$ cat config.mk
export PLATFORM = sky130hd
export DESIGN_NAME = irq_status_ctrl
export DESIGN_NICKNAME = d
export VERILOG_FILES = /design/src/rtl/irq_status_pkg.sv /design/src/rtl/irq_src_cell.sv /design/src/rtl/irq_mask_bank.sv /design/src/rtl/irq_read_mux.sv /design/src/rtl/irq_status_ctrl.sv
export SDC_FILE = /design/constraint.sdc
export NUM_CORES = 1
export LEC_CHECK = 0
export BUFFER_PORTS_ARGS = -buffer_cell sky130_fd_sc_hd__buf_4
export CAP_MARGIN = 10
export CELL_PAD_IN_SITES_DETAIL_PLACEMENT = 0
export CELL_PAD_IN_SITES_GLOBAL_PLACEMENT = 1
export CORE_ASPECT_RATIO = 0.5
export CORE_MARGIN = 2
export CORE_UTILIZATION = 40
export CTS_CLUSTER_SIZE = 12
export DETAILED_ROUTE_END_ITERATION = 8
export GPL_TIMING_DRIVEN = 0
export PLACE_DENSITY = 0.78
export SYNTH_ARGS = -nofsm -noshare
export SYNTH_HDL_FRONTEND = slang
export SYNTH_SLANG_ARGS = --single-unit
$ cat constraint.sdc
create_clock -name clk -period 1.7 [get_ports clk]
set_input_delay 0.34 -clock clk [delete_from_list [all_inputs] [get_ports clk]]
set_output_delay 0.34 -clock clk [all_outputs]
set_load 0.01 [all_outputs]
$ cat src/rtl/irq_status_pkg.sv
package irq_status_pkg;
   localparam int unsigned REG_W = 8;

   typedef enum logic {
      BANK_STATUS = 1'b0,
      BANK_MASK   = 1'b1
   } bank_e;

   function automatic int unsigned regs_for(int unsigned n_src);
      return (n_src + REG_W - 1) / REG_W;
   endfunction
endpackage

$ cat src/rtl/irq_src_cell.sv
module irq_src_cell #(
   parameter bit IN_SYNC = 1'b0
) (
   input  logic clk,
   input  logic rst_n,
   input  logic cond_i,
   input  logic rd_hit_i,
   output logic status_o,
   output logic unread_o
);
   logic cond_s;
   logic cond_q;
   logic rise;
   logic status_q;
   logic unread_q;

   generate
      if (IN_SYNC) begin : g_sync
         logic sync_q;
         always_ff @(posedge clk or negedge rst_n) begin
            if (!rst_n) sync_q <= 1'b0;
            else        sync_q <= cond_i;
         end
         assign cond_s = sync_q;
      end else begin : g_direct
         assign cond_s = cond_i;
      end
   endgenerate

   assign rise = cond_s & ~cond_q;

   always_ff @(posedge clk or negedge rst_n) begin
      if (!rst_n) begin
         cond_q   <= 1'b0;
         status_q <= 1'b0;
         unread_q <= 1'b0;
      end else begin
         cond_q <= cond_s;
         if (rise)
            status_q <= 1'b1;
         else if (rd_hit_i && !cond_s)
            status_q <= 1'b0;
         if (rise)
            unread_q <= 1'b1;
         else if (rd_hit_i)
            unread_q <= 1'b0;
      end
   end

   assign status_o = status_q;
   assign unread_o = unread_q;

   assert_set_R3: assert property (@(posedge clk) disable iff (!rst_n)
      rise |=> (status_q && unread_q));

   assert_sticky_R6: assert property (@(posedge clk) disable iff (!rst_n)
      $fell(status_q) |-> $past(rd_hit_i && !cond_s));

   assert_read_marks_R8: assert property (@(posedge clk) disable iff (!rst_n)
      (rd_hit_i && !rise) |=> !unread_q);
endmodule

$ cat src/rtl/irq_mask_bank.sv
module irq_mask_bank #(
   parameter int unsigned NUM_SRC  = 20,
   parameter int unsigned NUM_REGS = 3,
   parameter int unsigned IDX_W    = 2
) (
   input  logic                      clk,
   input  logic                      rst_n,
   input  logic                      wr_en_i,
   input  logic [IDX_W-1:0]          idx_i,
   input  logic [irq_status_pkg::REG_W-1:0] wdata_i,
   output logic [NUM_SRC-1:0]        mask_o
);
   import irq_status_pkg::*;

   logic [NUM_SRC-1:0] mask_q;

   for (genvar s = 0; s < NUM_SRC; s++) begin : g_bit
      localparam int unsigned REG_IDX = s / REG_W;
      localparam int unsigned BIT_IDX = s % REG_W;
      always_ff @(posedge clk or negedge rst_n) begin
         if (!rst_n)
            mask_q[s] <= 1'b1;
         else if (wr_en_i && idx_i == IDX_W'(REG_IDX))
            mask_q[s] <= wdata_i[BIT_IDX];
      end
   end

   assign mask_o = mask_q;

   assert_mask_write_R13: assert property (@(posedge clk) disable iff (!rst_n)
      !$stable(mask_q) |-> $past(wr_en_i));

   assert_mask_reset_R2: assert property (@(posedge clk) disable iff (!rst_n)
      $past(!rst_n) |-> (&mask_q));
endmodule

$ cat src/rtl/irq_read_mux.sv
module irq_read_mux #(
   parameter int unsigned NUM_SRC  = 20,
   parameter int unsigned NUM_REGS = 3,
   parameter int unsigned IDX_W    = 2
) (
   input  irq_status_pkg::bank_e     bank_i,
   input  logic [IDX_W-1:0]          idx_i,
   input  logic [NUM_SRC-1:0]        status_i,
   input  logic [NUM_SRC-1:0]        mask_i,
   output logic [irq_status_pkg::REG_W-1:0] rdata_o
);
   import irq_status_pkg::*;

   localparam int unsigned PAD_W = NUM_REGS * REG_W;

   logic [PAD_W-1:0] sel_pad;

   always_comb begin
      sel_pad = '0;
      if (bank_i == BANK_MASK) sel_pad[NUM_SRC-1:0] = mask_i;
      else                     sel_pad[NUM_SRC-1:0] = status_i;
      rdata_o = '0;
      for (int r = 0; r < NUM_REGS; r++) begin
         if (idx_i == IDX_W'(r))
            rdata_o = sel_pad[r*REG_W +: REG_W];
      end
   end
endmodule

$ cat src/rtl/irq_status_ctrl.sv
module irq_status_ctrl #(
   parameter int unsigned NUM_SRC  = 20,
   parameter bit          IN_SYNC  = 1'b0,
   localparam int unsigned NUM_REGS = irq_status_pkg::regs_for(NUM_SRC),
   localparam int unsigned IDX_W    = (NUM_REGS > 1) ? $clog2(NUM_REGS) : 1,
   localparam int unsigned ADDR_W   = IDX_W + 1
) (
   input  logic                 clk,
   input  logic                 rst_n,
   input  logic [NUM_SRC-1:0]   cond_i,
   input  logic [ADDR_W-1:0]    addr_i,
   input  logic                 rd_i,
   input  logic                 wr_i,
   input  logic [7:0]           wdata_i,
   output logic [7:0]           rdata_o,
   output logic                 irq_o
);
   import irq_status_pkg::*;

   if (NUM_SRC < 1 || NUM_SRC > 256) begin : g_bad_src
      $error("irq_status_ctrl: NUM_SRC out of range 1..256");
   end
   if (REG_W != 8) begin : g_bad_width
      $error("irq_status_ctrl: register width must be 8");
   end

   bank_e              bank;
   logic [IDX_W-1:0]   idx;
   logic [NUM_REGS-1:0] rd_hit;
   logic [NUM_SRC-1:0] status;
   logic [NUM_SRC-1:0] unread;
   logic [NUM_SRC-1:0] mask;
   logic               mask_wr;

   assign bank    = bank_e'(addr_i[ADDR_W-1]);
   assign idx     = addr_i[IDX_W-1:0];
   assign mask_wr = wr_i && (bank == BANK_MASK);

   for (genvar r = 0; r < NUM_REGS; r++) begin : g_hit
      assign rd_hit[r] = rd_i && (bank == BANK_STATUS) && (idx == IDX_W'(r));
   end

   for (genvar s = 0; s < NUM_SRC; s++) begin : g_src
      irq_src_cell #(.IN_SYNC(IN_SYNC)) u_cell (
         .clk      (clk),
         .rst_n    (rst_n),
         .cond_i   (cond_i[s]),
         .rd_hit_i (rd_hit[s / REG_W]),
         .status_o (status[s]),
         .unread_o (unread[s])
      );
   end

   irq_mask_bank #(
      .NUM_SRC  (NUM_SRC),
      .NUM_REGS (NUM_REGS),
      .IDX_W    (IDX_W)
   ) u_mask (
      .clk     (clk),
      .rst_n   (rst_n),
      .wr_en_i (mask_wr),
      .idx_i   (idx),
      .wdata_i (wdata_i),
      .mask_o  (mask)
   );

   irq_read_mux #(
      .NUM_SRC  (NUM_SRC),
      .NUM_REGS (NUM_REGS),
      .IDX_W    (IDX_W)
   ) u_rmux (
      .bank_i   (bank),
      .idx_i    (idx),
      .status_i (status),
      .mask_i   (mask),
      .rdata_o  (rdata_o)
   );

   assign irq_o = |(unread & ~mask);

   assert_irq_hold_R9: assert property (@(posedge clk) disable iff (!rst_n)
      $fell(irq_o) |-> $past(rd_i || wr_i));
endmodule

==> Yosys cells after proc, flatten, opt, wreduce, memory -nomap -nowiden <==
Cells that the tools add are included.
{ "classes": {"n_eq_ne": 2, "muxes": 67, "bitwise": 43, "n_reduce_logical": 90} }
{ "op_table": {"columns": ["cell", "n"], "rows": [
  ["nonzero test 2 bit", 40],
  ["2-to-1 mux 1 bit", 63],
  ["logical AND 1 bit", 28],
  ["2-to-1 mux 8 bit", 3],
  ["inverter 1 bit", 21],
  ["AND 1 bit", 20],
  ["AND 20 bit", 1],
  ["logical NOT 1 bit", 20],
  ["2-to-1 mux 20 bit", 1],
  ["inverter 20 bit", 1],
  ["OR reduction 20 bit", 1],
  ["== test 2 x 1 -> 1 bit, second input constant", 1],
  ["== test 2 bit, second input constant", 1],
  ["logical NOT 2 bit", 1]
]} }
{ "word_totals": {"register_bits": 80, "inputBits": 35, "output_inout_bits": 9, "elab_cells": 282} }

==> Longest topological paths before layout <==
Gate-level depths: netlist of run 1.
{ "depth": {"depth_word": 6, "ltp_mapped": 6} }

==> Cells and area by module <==
From an unflattened synthesis of run 1, not the netlist that was laid out.
{ "unflattened": {"cells_unflattened": 295, "hier_area_um2": 3450.8} }
{ "modules_own_cells": {"columns": ["module", "instances", "cells_per_inst", "area_each_um2"], "rows": [
  ["irq_src_cell", 20, 9, 105.1],
  ["irq_mask_bank", 1, 43, 788.3],
  ["irq_read_mux", 1, 37, 365.4],
  ["irq_status_ctrl", 1, 35, 195.2]
]} }

==> Least setup slack after synthesis of run 1 <==
OpenSTA, ideal clock, no wires.
{ "synth_path": {"path_kind": "input -> output", "startpoint": "in addr_i[2]", "endpoint": "out rdata_o[1]", "arrival_time_ns": 1.145, "required_time_ns": 1.360, "slack_ns": 0.215, "stages": 4, "path_buffers": 1, "cell_sequence": "buf_4 -> mux2_2 -> a22oi_1 -> o21ai_0"} }
{ "synth_via": {"elab_chain_cells": 4} }
{ "synth_lines": {"columns": ["item", "line_no", "source"], "rows": [
  ["start: declaration", "irq_status_ctrl.sv:11", "input logic [ADDR_W-1:0] addr_i,"],
  ["2-to-1 mux 20 bit (*)", "irq_read_mux.sv:20", "if (bank_i == BANK_MASK) sel_pad[NUM_SRC-1:0] = mask_i;"],
  ["2-to-1 mux 8 bit (2 in a row)", "irq_read_mux.sv:24", "if (idx_i == IDX_W'(r))"],
  ["2-to-1 mux 8 bit (*)", "irq_read_mux.sv:24", null],
  ["end: declaration", "irq_status_ctrl.sv:15", "output logic [7:0] rdata_o,"]
]} }
Every way passes the cells marked *; elsewhere a longest branch is shown, timed or not.

==> Worst setup path after layout of run 1 <==
{ "layout_path": {"startpoint": "reg u_mask.mask_q[14] (netlist: u_mask.mask_o[14])", "endpoint": "out irq_o"} }
{ "layout_via": {"elab_chain_cells": 3} }
{ "layout_lines": {"columns": ["item", "line_no", "source"], "rows": [
  ["start: declaration", "irq_mask_bank.sv:15", "logic [NUM_SRC-1:0] mask_q;"],
  ["start signal: indexed assignment", "irq_mask_bank.sv:24", "mask_q[s] <= wdata_i[BIT_IDX];"],
  ["inverter 20 bit", "irq_status_ctrl.sv:79", "assign irq_o = |(unread & ~mask);"],
  ["AND 20 bit", "irq_status_ctrl.sv:79", null],
  ["OR reduction 20 bit", "irq_status_ctrl.sv:79", null],
  ["end: declaration", "irq_status_ctrl.sv:16", "output logic irq_o"]
]} }
Every way passes these cells.

==> results_dict.tcl, run 1 <==
set metrics [dict create \
    outcome "complete, but fails checks" \
    violations "setup timing" \
    crit_fanout 3 \
    coreArea_um2 8030 \
    grt_util_met2 0.308 \
    syn_inst 291 \
    cts_made_buffers 9 \
    drt_iter0_markers 143 \
    holdBufCountCts 0 \
    fp.dieArea_um2 9100 \
    synth-seq-cells 80 \
    place_congestion 0.861 \
    slew_viol_final 0 \
    die_h_um 68.5 \
    slew_headroom 0.336 \
    area_growth_pct 26.4 \
    grt_max_degree 81 \
    finalCritPeriodShare 1.12 \
    drtPass1Iterations 5 \
    async_reset_ff_frac 1.00 \
    hp-class "in -> async" \
    die_w_um 133 \
    port_buffers 42 \
    nFillCells 697 \
    syn_area_um2 3320 \
    synth_top_cell_area_share 0.452 \
    vdd_drop_max_mv 0.678 \
    routedWlPerCell_um 16.1 \
    routed_wl_um 7500 \
    cts_tree "done" \
    ys_seq_area_frac 0.610 \
    hold_viol 0 \
    clk_pin_slew_ns 0.06 \
    cts.path.max_buffers 2 \
    clock-root-buffer "clkbuf_16" \
    grt_pass1_vias 2414 \
    start_util 0.414 \
    cp_slowest_stage_delay_ns 0.54 \
    fin_nets 383 \
    worst_pin_slew_ns 0.997 \
    setup_slack_ns -0.206 \
    fin_setup_tns_ns -0.871 \
    synth_nets 326 \
    worst_clock_skew_ns 0.00693 \
    dp_hpwl_um 5280 \
    ant_nets 0 \
    avgSynthCellArea_um2 11.4 \
    synth-edff-count 0 \
    ios 44 \
    post-route-util 0.523 \
    met3_usage 0.0541 \
    htreeDepth 3 \
    vias 2320 \
    clk-insertion-delay-late_ns 0.34 \
    antenna_found_initial 0 \
    layout_common_cells "60 x dfrtp_1, 45 x buf_4, 42 x nand2_1, 39 x inv_1, 24 x a21oi_1" \
    pwr_density_cell_nw_per_um2 1180 \
    clock.fmax_mhz 525 \
    ys_types 28 \
    rows 23 \
    crit_type "reg -> out" \
    setup_viol 9 \
    leakage_nw 2.00 \
    grt-ovfl-total 0 \
    grt_busiest_layer "met2" \
    startpoint_type "register" \
    drive_gt1_frac 0.374 \
    arrival_ns 1.57 \
    finalCriticalPeriod_ns 1.91 \
    via_per_inst 4.99 \
    crit_path_end_kind "primary output" \
    max_cap_viol_count 0 \
    synth.largest_area_cell "dfrtp_1" \
    final_common_cell "dfrtp_1" \
    cts_num_sinks 80 \
    synth-main-ff-cell "dfrtp_1" \
    synthTopCellsByArea "dfrtp_1 45%, dfstp_2 16%, mux2_2 7.5%, nand2_1 4.7%, inv_1 4.5%" \
    crit_chain "nand2b_4 > o2111ai_4 > nor3_2 > nand4_1 > buf_4" \
    rsz0062_at_grt "true" \
    drc 0 \
    crit_required_ns 1.36 \
    grt_pass1_wl_um 12000 \
    grt_usage 0.180 \
    cp_slowest_cell "dfstp_2" \
    yosys_warnings 0 \
    antenna_cells 0 \
    grtUsageMet1 0.224 \
]
metal layers:
metal  vias up  share of wire
li1       1081              -
met1      1176           0.44
met2        55           0.49
met3         8          0.055
met4         0          0.011
met5         -              0
final timing paths:
kind                                                   endpoint  slack [ns]  cells past startpoint                                  from
min reg2reg                g_src[6].u_cell.status_o$_DFFE_PN0P_        0.43                      1      g_src[6].u_cell.cond_q$_DFF_PN0_
max in group asynchronous  g_src[2].u_cell.unread_o$_DFFE_PN0P_        0.88                      1                                 rst_n
min                            g_src[8].u_cell.cond_q$_DFF_PN0_        0.12                      1                                 rst_n
max                                                       irq_o       -0.21                      5         u_mask.mask_o[14]$_DFFE_PN1P_
max reg2reg                g_src[6].u_cell.status_o$_DFFE_PN0P_        0.86                      3  g_src[6].u_cell.status_o$_DFFE_PN0P_
min in group clk              g_src[11].u_cell.cond_q$_DFF_PN0_        0.12                      1                            cond_i[11]
cell type report:
class | count | area, µm² | area share
multi-input cells | 164 | 1190 | 0.284
clock buffers | 13 | 260 | 0.0619
plain buffers | 7 | 55.1 | 0.0131
clock inverters | 3 | 17.5 | 0.00417
repair buffers | 46 | 360 | 0.0857
flip-flops and latches | 80 | 2030 | 0.482
inverters | 40 | 150 | 0.0357
well taps | 112 | 140 | 0.0333
registers in the layout (all words and copies together), names as in the netlist:
register               cells
g_src.u_cell.cond_q       20
u_mask.mask_o             20
g_src.u_cell.unread_o     20
g_src.u_cell.status_o     20
stage by stage:
step / cells / hold WS (ns) / area (µm²) / total power, mW / setup slack, ns
4_1_cts: 464 / 0.114 / 4170 / 4.97 / -0.256
3_5_place_dp: 445 / 0.428 / 3780 / 3.08 / -0.0779
3_3_place_gp: 445 / 0.421 / 3780 / 3.04 / -0.0550
6_report: 465 / 0.118 / 4200 / 4.96 / -0.206
5_1_grt: 465 / 0.110 / 4200 / 5.20 / -0.277
2_1_floorplan: 291 / 0.0444 / 3320 / 2.77 / 0.215
cells by family (layout without fill, tap and decap cells):
| logic type | after synthesis | count (layout) | share of synthesized area |
|---|---|---|---|
| AO/OA/AOI/OAI | 61 | 61 | 0.101 |
| buffers and inverters | 47 | 109 | 0.0617 |
| AND/OR/NAND/NOR | 71 | 71 | 0.104 |
| flip-flops | 80 | 80 | 0.610 |
| multiplexers | 32 | 32 | 0.123 |
worst max-delay path: cells and delay by family, from the launching register on:
family / cells / cell delay [ns]
buffers and inverters: 1 / 0.17
flip-flops: 1 / 0.54
AND/OR/NAND/NOR: 3 / 0.39
AO/OA/AOI/OAI: 1 / 0.12
cells in the mapped netlist (2+ instances only):
library cell   n
nor2b_1        5
a221oi_1       3
dfrtp_1       60
nand2_1       42
a22oi_1        2
buf_2          2
mux4_2         5
o22ai_1        6
nor2_1         3
o21ai_0       24
buf_6          2
inv_1         40
a21oi_1       24
mux2i_1        5
mux2_2        22
nand2b_1      13
buf_4          3
dfstp_2       20
repair_timing:
| item | CTS | global route |
|---|---|---|
| gates resized for setup | 17 | 7 |
| pin swaps | 5 | 1 |
| endpoints found under the hold margin | 0 | 0 |
| setup endpoints to repair | 9 | 9 |
| buffers inserted | 3 | 1 |
power by group:
part	leakage, nW	internal, mW	total, mW	switching [mW]
logic	1.02	0.423	0.779	0.356
clock network	0.136	1.06	1.79	0.728
registers	0.839	2.22	2.39	0.174
(Power assumes the default switching activity.)
==> inputs of run 2 (changes only) <==
--- a/config.mk
+++ b/config.mk
@@ -5,6 +5,7 @@
 export SDC_FILE = /design/constraint.sdc
 export NUM_CORES = 1
 export LEC_CHECK = 0
+export ABC_AREA = 1
 export BUFFER_PORTS_ARGS = -buffer_cell sky130_fd_sc_hd__buf_4
 export CAP_MARGIN = 10
 export CELL_PAD_IN_SITES_DETAIL_PLACEMENT = 0
@@ -15,7 +16,7 @@
 export CTS_CLUSTER_SIZE = 12
 export DETAILED_ROUTE_END_ITERATION = 8
 export GPL_TIMING_DRIVEN = 0
-export PLACE_DENSITY = 0.78
+export PLACE_DENSITY = 0.81
 export SYNTH_ARGS = -nofsm -noshare
 export SYNTH_HDL_FRONTEND = slang
 export SYNTH_SLANG_ARGS = --single-unit
==> run 2 against run 1 <==
- the run still ends with setup timing left
- combinational power is 19% lower
- clock power is 14% higher
- wire length is 0.16% lower
- via count is 12% higher
- synthesized cell count is 30% higher
- cell area hardly changed
- die area is 0.54% higher
- clock-buffer cell count is 1 higher
- critical endpoint unchanged
- largest cell class unchanged
- highest routed layer unchanged
==> results_dict.tcl, run 2 <==
set metrics [dict create \
    drtPass1Iterations 5 \
    synth-main-ff-cell "dfrtp_1" \
    hold_viol 0 \
    port_buffers 42 \
    synth_most_common_cell "nand2_1" \
    hp-class "in -> reg" \
    grt-ovfl-total 0 \
    synth_fa_ha_area_frac 0 \
    clk_pin_slew_ns 0.06 \
    setup_slack_ns -0.143 \
    ios 44 \
    pwr_density_cell_nw_per_um2 1170 \
    drive_gt1_frac 0.308 \
    clock-root-buffer "clkbuf_16" \
    coreArea_um2 8060 \
    synthMuxAreaShare 0 \
    finalNonFillerCells 550 \
    crit_required_ns 1.36 \
    synth_nets 414 \
    dpl.cell_count 533 \
    leakage_nw 2.04 \
    start_util 0.415 \
    htreeDepth 3 \
    cts_made_buffers 9 \
    grt_pass1_vias 2512 \
    outcome "complete, but fails checks" \
    cts_num_sinks 80 \
    rsz0062_at_grt "true" \
    crit_fanout 2 \
    async_reset_ff_frac 1.00 \
    ys_types 22 \
    grt_pass1_wl_um 12300 \
    syn_area_um2 3340 \
    max_cap_viol_count 0 \
    crit_type "reg -> out" \
    synthXorXnorAreaFrac 0 \
    slew_headroom 0.315 \
    synth.largest_area_cell "dfrtp_1" \
    vdd_drop_max_mv 0.507 \
    synth_top_family_by_area "simple AND/OR/NAND/NOR gates" \
    drc 0 \
    arrival_ns 1.50 \
    fin_nets 468 \
    ys_seq_area_frac 0.606 \
    fp.dieArea_um2 9150 \
    place_congestion 0.810 \
    fin_area_um2 4210 \
    fin_setup_tns_ns -0.290 \
    dp_hpwl_um 5300 \
    synthTopCellsByArea "dfrtp_1 45%, dfstp_2 16%, nand2_1 14%, o21ai_0 8.8%, inv_1 6.0%" \
    vias 2604 \
    critPathLaunch "u_mask.mask_o[7]$_DFFE_PN1P_" \
    grt_max_degree 81 \
    ant_nets 0 \
    setup_viol 3 \
    synth-edff-count 0 \
    r2r_start "u_mask.mask_o[12]$_DFFE_PN1P_" \
    routedWlPerCell_um 13.6 \
    postPlaceCellArea_um2 3800 \
    via_per_inst 4.73 \
    startpoint_type "register" \
    worst_clock_skew_ns 0.00489 \
    syn_inst 379 \
    area_growth_pct 25.8 \
    crit_path_end_kind "primary output" \
    die_h_um 68.6 \
    rows 23 \
    antenna_found_initial 0 \
    finalCritPeriodShare 1.08 \
    cts_tree "done" \
    synth_commonest_cells "123 x nand2_1, 60 x dfrtp_1, 59 x o21ai_0, 53 x inv_1, 20 x dfstp_2" \
    finalCriticalPeriod_ns 1.84 \
    holdBufCountCts 0 \
    slew_viol_final 0 \
    cts.path.max_buffers 2 \
    p_total_mw 4.93 \
    violations "setup timing" \
    yosys.area_share.simple 0.183 \
    final_common_cell "nand2_1" \
    antenna_cells 0 \
    synth_top_cell_area_share 0.449 \
    layout_common_cells "114 x nand2_1, 60 x dfrtp_1, 44 x o21ai_0, 43 x inv_1, 40 x buf_4" \
    synth-seq-cells 80 \
    clock.fmax_mhz 543 \
    drt_iter0_markers 181 \
    nFillCells 789 \
    worst_pin_slew_ns 1.03 \
    synth_compound_area_frac 0.127 \
    min-delay-start "cond_i[9]" \
    yosys_warnings 0 \
    die_w_um 133 \
    routed_wl_um 7490 \
    clk-insertion-delay-late_ns 0.34 \
    avgSynthCellArea_um2 8.82 \
    grt_usage 0.181 \
]
-- run 2: cell count changes in the layout (fill, tap and decap cells not counted), sizes merged, moves of 6 or more --
cell and change:
nor2b -6, mux2 -22, nor2 +14, inv +19, nand2b -13, o22ai -6
a21oi -13, o21ai +43, nand2 +84
-- run 2: where the power goes --
group	total (mW)	leakage (nW)	internal, mW	switching (mW)
logic	0.630	1.06	0.255	0.375
clock network	2.04	0.159	1.30	0.741
registers	2.27	0.824	2.16	0.109
-- run 2: kinds of logic after synthesis --
group,Yosys count
flip-flops,80
AO/OA/AOI/OAI,81
buffers and inverters,67
AND/OR/NAND/NOR,151
-- run 2: timing repair --
action | in CTS | in global routing
endpoints found under the setup margin | 9 | 9
buffers inserted | 0 | 1
gates resized for setup | 22 | 30
pin swaps | 14 | 14
cloned | 0 | 0
-- run 2: metrics by stage --
stage	hold slack (ns)	worst slack [ns]	utilization
final	0.120	-0.143	0.522
after CTS	0.111	-0.151	0.512
after global routing	0.111	-0.245	0.522
after floorplan	0.0444	0.377	-
after detailed placement	0.463	-0.0185	0.471
after global placement	0.460	-0.0303	0.471
-- run 2: area by class of cell --
type                            instances  area [µm²]  share of cell area
Sequential cell                        80        2030               0.482
Multi-Input combinational cell        232        1100               0.262
Timing Repair Buffer                   43         334              0.0794
Clock buffer                           14         284              0.0675
Inverter                               59         224              0.0533
Tap cell                              112         140              0.0333
Buffer                                  8        58.8              0.0140
Clock inverter                          2        35.0             0.00833
-- run 2: worst paths after layout --
| check | to | slack [ns] | depth (start not counted) |
|---|---|---|---|
| hold reg to reg | g_src[18].u_cell.unread_o$_DFFE_PN0P_ | 0.47 | 2 |
| setup / recovery | irq_o | -0.14 | 8 |
| max in group asynchronous | g_src[3].u_cell.unread_o$_DFFE_PN0P_ | 0.85 | 1 |
| setup reg to reg | u_mask.mask_o[12]$_DFFE_PN1P_ | 0.91 | 2 |
| hold / removal | g_src[9].u_cell.cond_q$_DFF_PN0_ | 0.12 | 1 |
| min in group asynchronous | g_src[11].u_cell.cond_q$_DFF_PN0_ | 0.14 | 1 |
-- run 2: worst max-delay path: stages, from the launching register on --
cell and delay (ns):
dfstp_2 0.54, inv_2 0.04, nand2_1 0.06, nand2_2 0.07, nor2_2 0.10, nand2_1 0.06
nor2_2 0.12, nand2_2 0.07, buf_6 0.12
-- run 2: layer usage --
layer / routed length [µm] / global-route usage / part of all wire
met1: 3820 / 0.252 / 0.51
met5: 0 / 0 / 0
met2: 3230 / 0.273 / 0.43
met3: 317 / 0.0504 / 0.042
met4: 116 / 0.0678 / 0.015
==> inputs of run 3 (changes only) <==
==> constraint.sdc (replaced) <==
create_clock -name clk -period 2.32 [get_ports clk]
set_input_delay 0.464 -clock clk [delete_from_list [all_inputs] [get_ports clk]]
set_output_delay 0.464 -clock clk [all_outputs]
set_load 0.01 [all_outputs]
==> run 3 against run 2 <==
- the flow now finishes without violations
- die area stayed put
- via count is 0.50% lower
- wire length is 1.5% lower
- final cell count is 0.18% lower
- clock skew is 0.00085 ns lower
- power is 28% lower
- global-route usage is 0.050 points lower
- clock-buffer cell count stayed put
- critical path depth is 3 lower
- sequential share of layout area is 1.0 points higher
- non-clock buffer count is 1 lower
- cell area is 2.1% lower
- largest power group unchanged
- highest routed layer unchanged
==> results_dict.tcl, run 3 (same netlist as run 2, synthesis figures left out) <==
set metrics [dict create \
    clk-insertion-delay-late_ns 0.34 \
    crit_path_end_kind "primary output" \
    cp_slowest_stage_delay_ns 0.41 \
    area_growth_pct 23.2 \
    cts_tree "done" \
    finalCriticalPeriod_ns 1.99 \
    drc 0 \
    pwr_density_cell_nw_per_um2 863 \
    worst_clock_skew_ns 0.00403 \
    holdBufCountCts 0 \
    regArea_um2 2030 \
    worst_pin_slew_ns 1.01 \
    die_w_um 133 \
    place_congestion 0.810 \
    drtPass1Iterations 4 \
    crit_type "in -> out" \
    drive_gt1_frac 0.231 \
    antenna_cells 0 \
    grt_usage 0.180 \
    routedWlPerCell_um 13.4 \
    layout_common_cells "123 x nand2_1, 60 x dfrtp_1, 59 x o21ai_0, 53 x inv_1, 42 x buf_4" \
    multi_input_area_um2 1030 \
    cts_repair_resize_count 0 \
    ant_nets 0 \
    cp_slowest_cell "clkbuf_1" \
    hold_viol 0 \
    grt-ovfl-total 0 \
    vdd_drop_max_mv 0.365 \
    finalCritPeriodShare 0.857 \
    slew_headroom 0.328 \
    arrival_ns 1.52 \
    crit_chain "buf_6 > clkbuf_1 > o21ai_0 > nand3_1 > buf_4" \
    whs_ns 0.246 \
    hp-class "in -> reg" \
    leakage_nw 2.03 \
    final_common_cell "nand2_1" \
    fin_nets 467 \
    crit_fanout 10 \
    postCtsSetupBuffers 0 \
    cts_made_buffers 9 \
    rows 23 \
    grt_pass1_wl_um 12300 \
    nFillCells 804 \
    routed_wl_um 7380 \
    max_cap_viol_count 0 \
    coreArea_um2 8060 \
    start_util 0.415 \
    vias 2591 \
    fin_setup_tns_ns 0 \
    fp.dieArea_um2 9150 \
    clock-root-buffer "clkbuf_16" \
    ios 44 \
    dp_hpwl_um 5300 \
    clk_pin_slew_ns 0.06 \
    via_per_inst 4.72 \
    crit_required_ns 1.86 \
    drt_iter0_markers 184 \
    die_h_um 68.6 \
    outcome "finished clean" \
    grt_pass1_vias 2501 \
    port_buffers 42 \
    cts_num_sinks 80 \
    antenna_found_initial 0 \
    grt_max_degree 81 \
    postPlaceCellArea_um2 3800 \
    cts.path.max_buffers 2 \
    startpoint_type "input pin" \
    htreeDepth 3 \
    setup_viol 0 \
    clock.fmax_mhz 503 \
    rsz0062_at_grt "false" \
    fin_area_um2 4120 \
    slew_viol_final 0 \
]
==> run 3: final cells by class <==
class / instances / area share
timing repair buffer: 42 / 0.0766
buffer: 8 / 0.0140
tap: 112 / 0.0340
multi-input combinational: 232 / 0.251
inverter: 59 / 0.0544
sequential: 80 / 0.492
clock buffer: 14 / 0.0690
clock inverter: 2 / 0.00851
==> run 3: layer usage <==
layer	share of wire	routed length (µm)	global-route usage	vias to the layer above
met5	0	0	0	-
met4	0.015	114	0.0691	0
met3	0.047	344	0.0504	13
met2	0.43	3150	0.273	45
met1	0.51	3760	0.250	1243
li1	-	-	-	1290
==> run 3: through the flow <==
stage                     setup WS, ns  std cells   util  total power, mW
final                            0.331        549  0.511             3.56
after global routing             0.156        549  0.511             3.74
after CTS                        0.341        549  0.511             3.59
after detailed placement         0.353        533  0.471             2.10
after global placement           0.342        533  0.471             2.09
after floorplan                  0.749        379      -             1.91
==> run 3: critical path: cells and delay by family <==
kind / cells / cell delay (ns)
and+or+nand+nor: 1 / 0.15
AOI/OAI and AO/OA: 1 / 0.25
buffers and inverters: 3 / 0.66
==> run 3: path summary, 6_finish.rpt <==
check	start	to	slack (ns)	cells past startpoint
min in group asynchronous	rst_n	g_src[11].u_cell.cond_q$_DFF_PN0_	0.28	1
setup / recovery	addr_i[2]	rdata_o[0]	0.33	5
hold / removal	cond_i[9]	g_src[9].u_cell.cond_q$_DFF_PN0_	0.25	1
max in group asynchronous	rst_n	g_src[4].u_cell.cond_q$_DFF_PN0_	1.37	1
setup reg to reg	u_mask.mask_o[12]$_DFFE_PN1P_	u_mask.mask_o[12]$_DFFE_PN1P_	1.53	2
hold reg to reg	g_src[18].u_cell.unread_o$_DFFE_PN0P_	g_src[18].u_cell.unread_o$_DFFE_PN0P_	0.47	2
==> run 3: where the power goes <==
part	leakage, nW	total, mW	switching, mW	internal (mW)
Clock	0.159	1.48	0.533	0.949
Sequential	0.824	1.65	0.0709	1.58
Combinational	1.04	0.420	0.253	0.168
Total	2.03	3.56	0.857	2.70
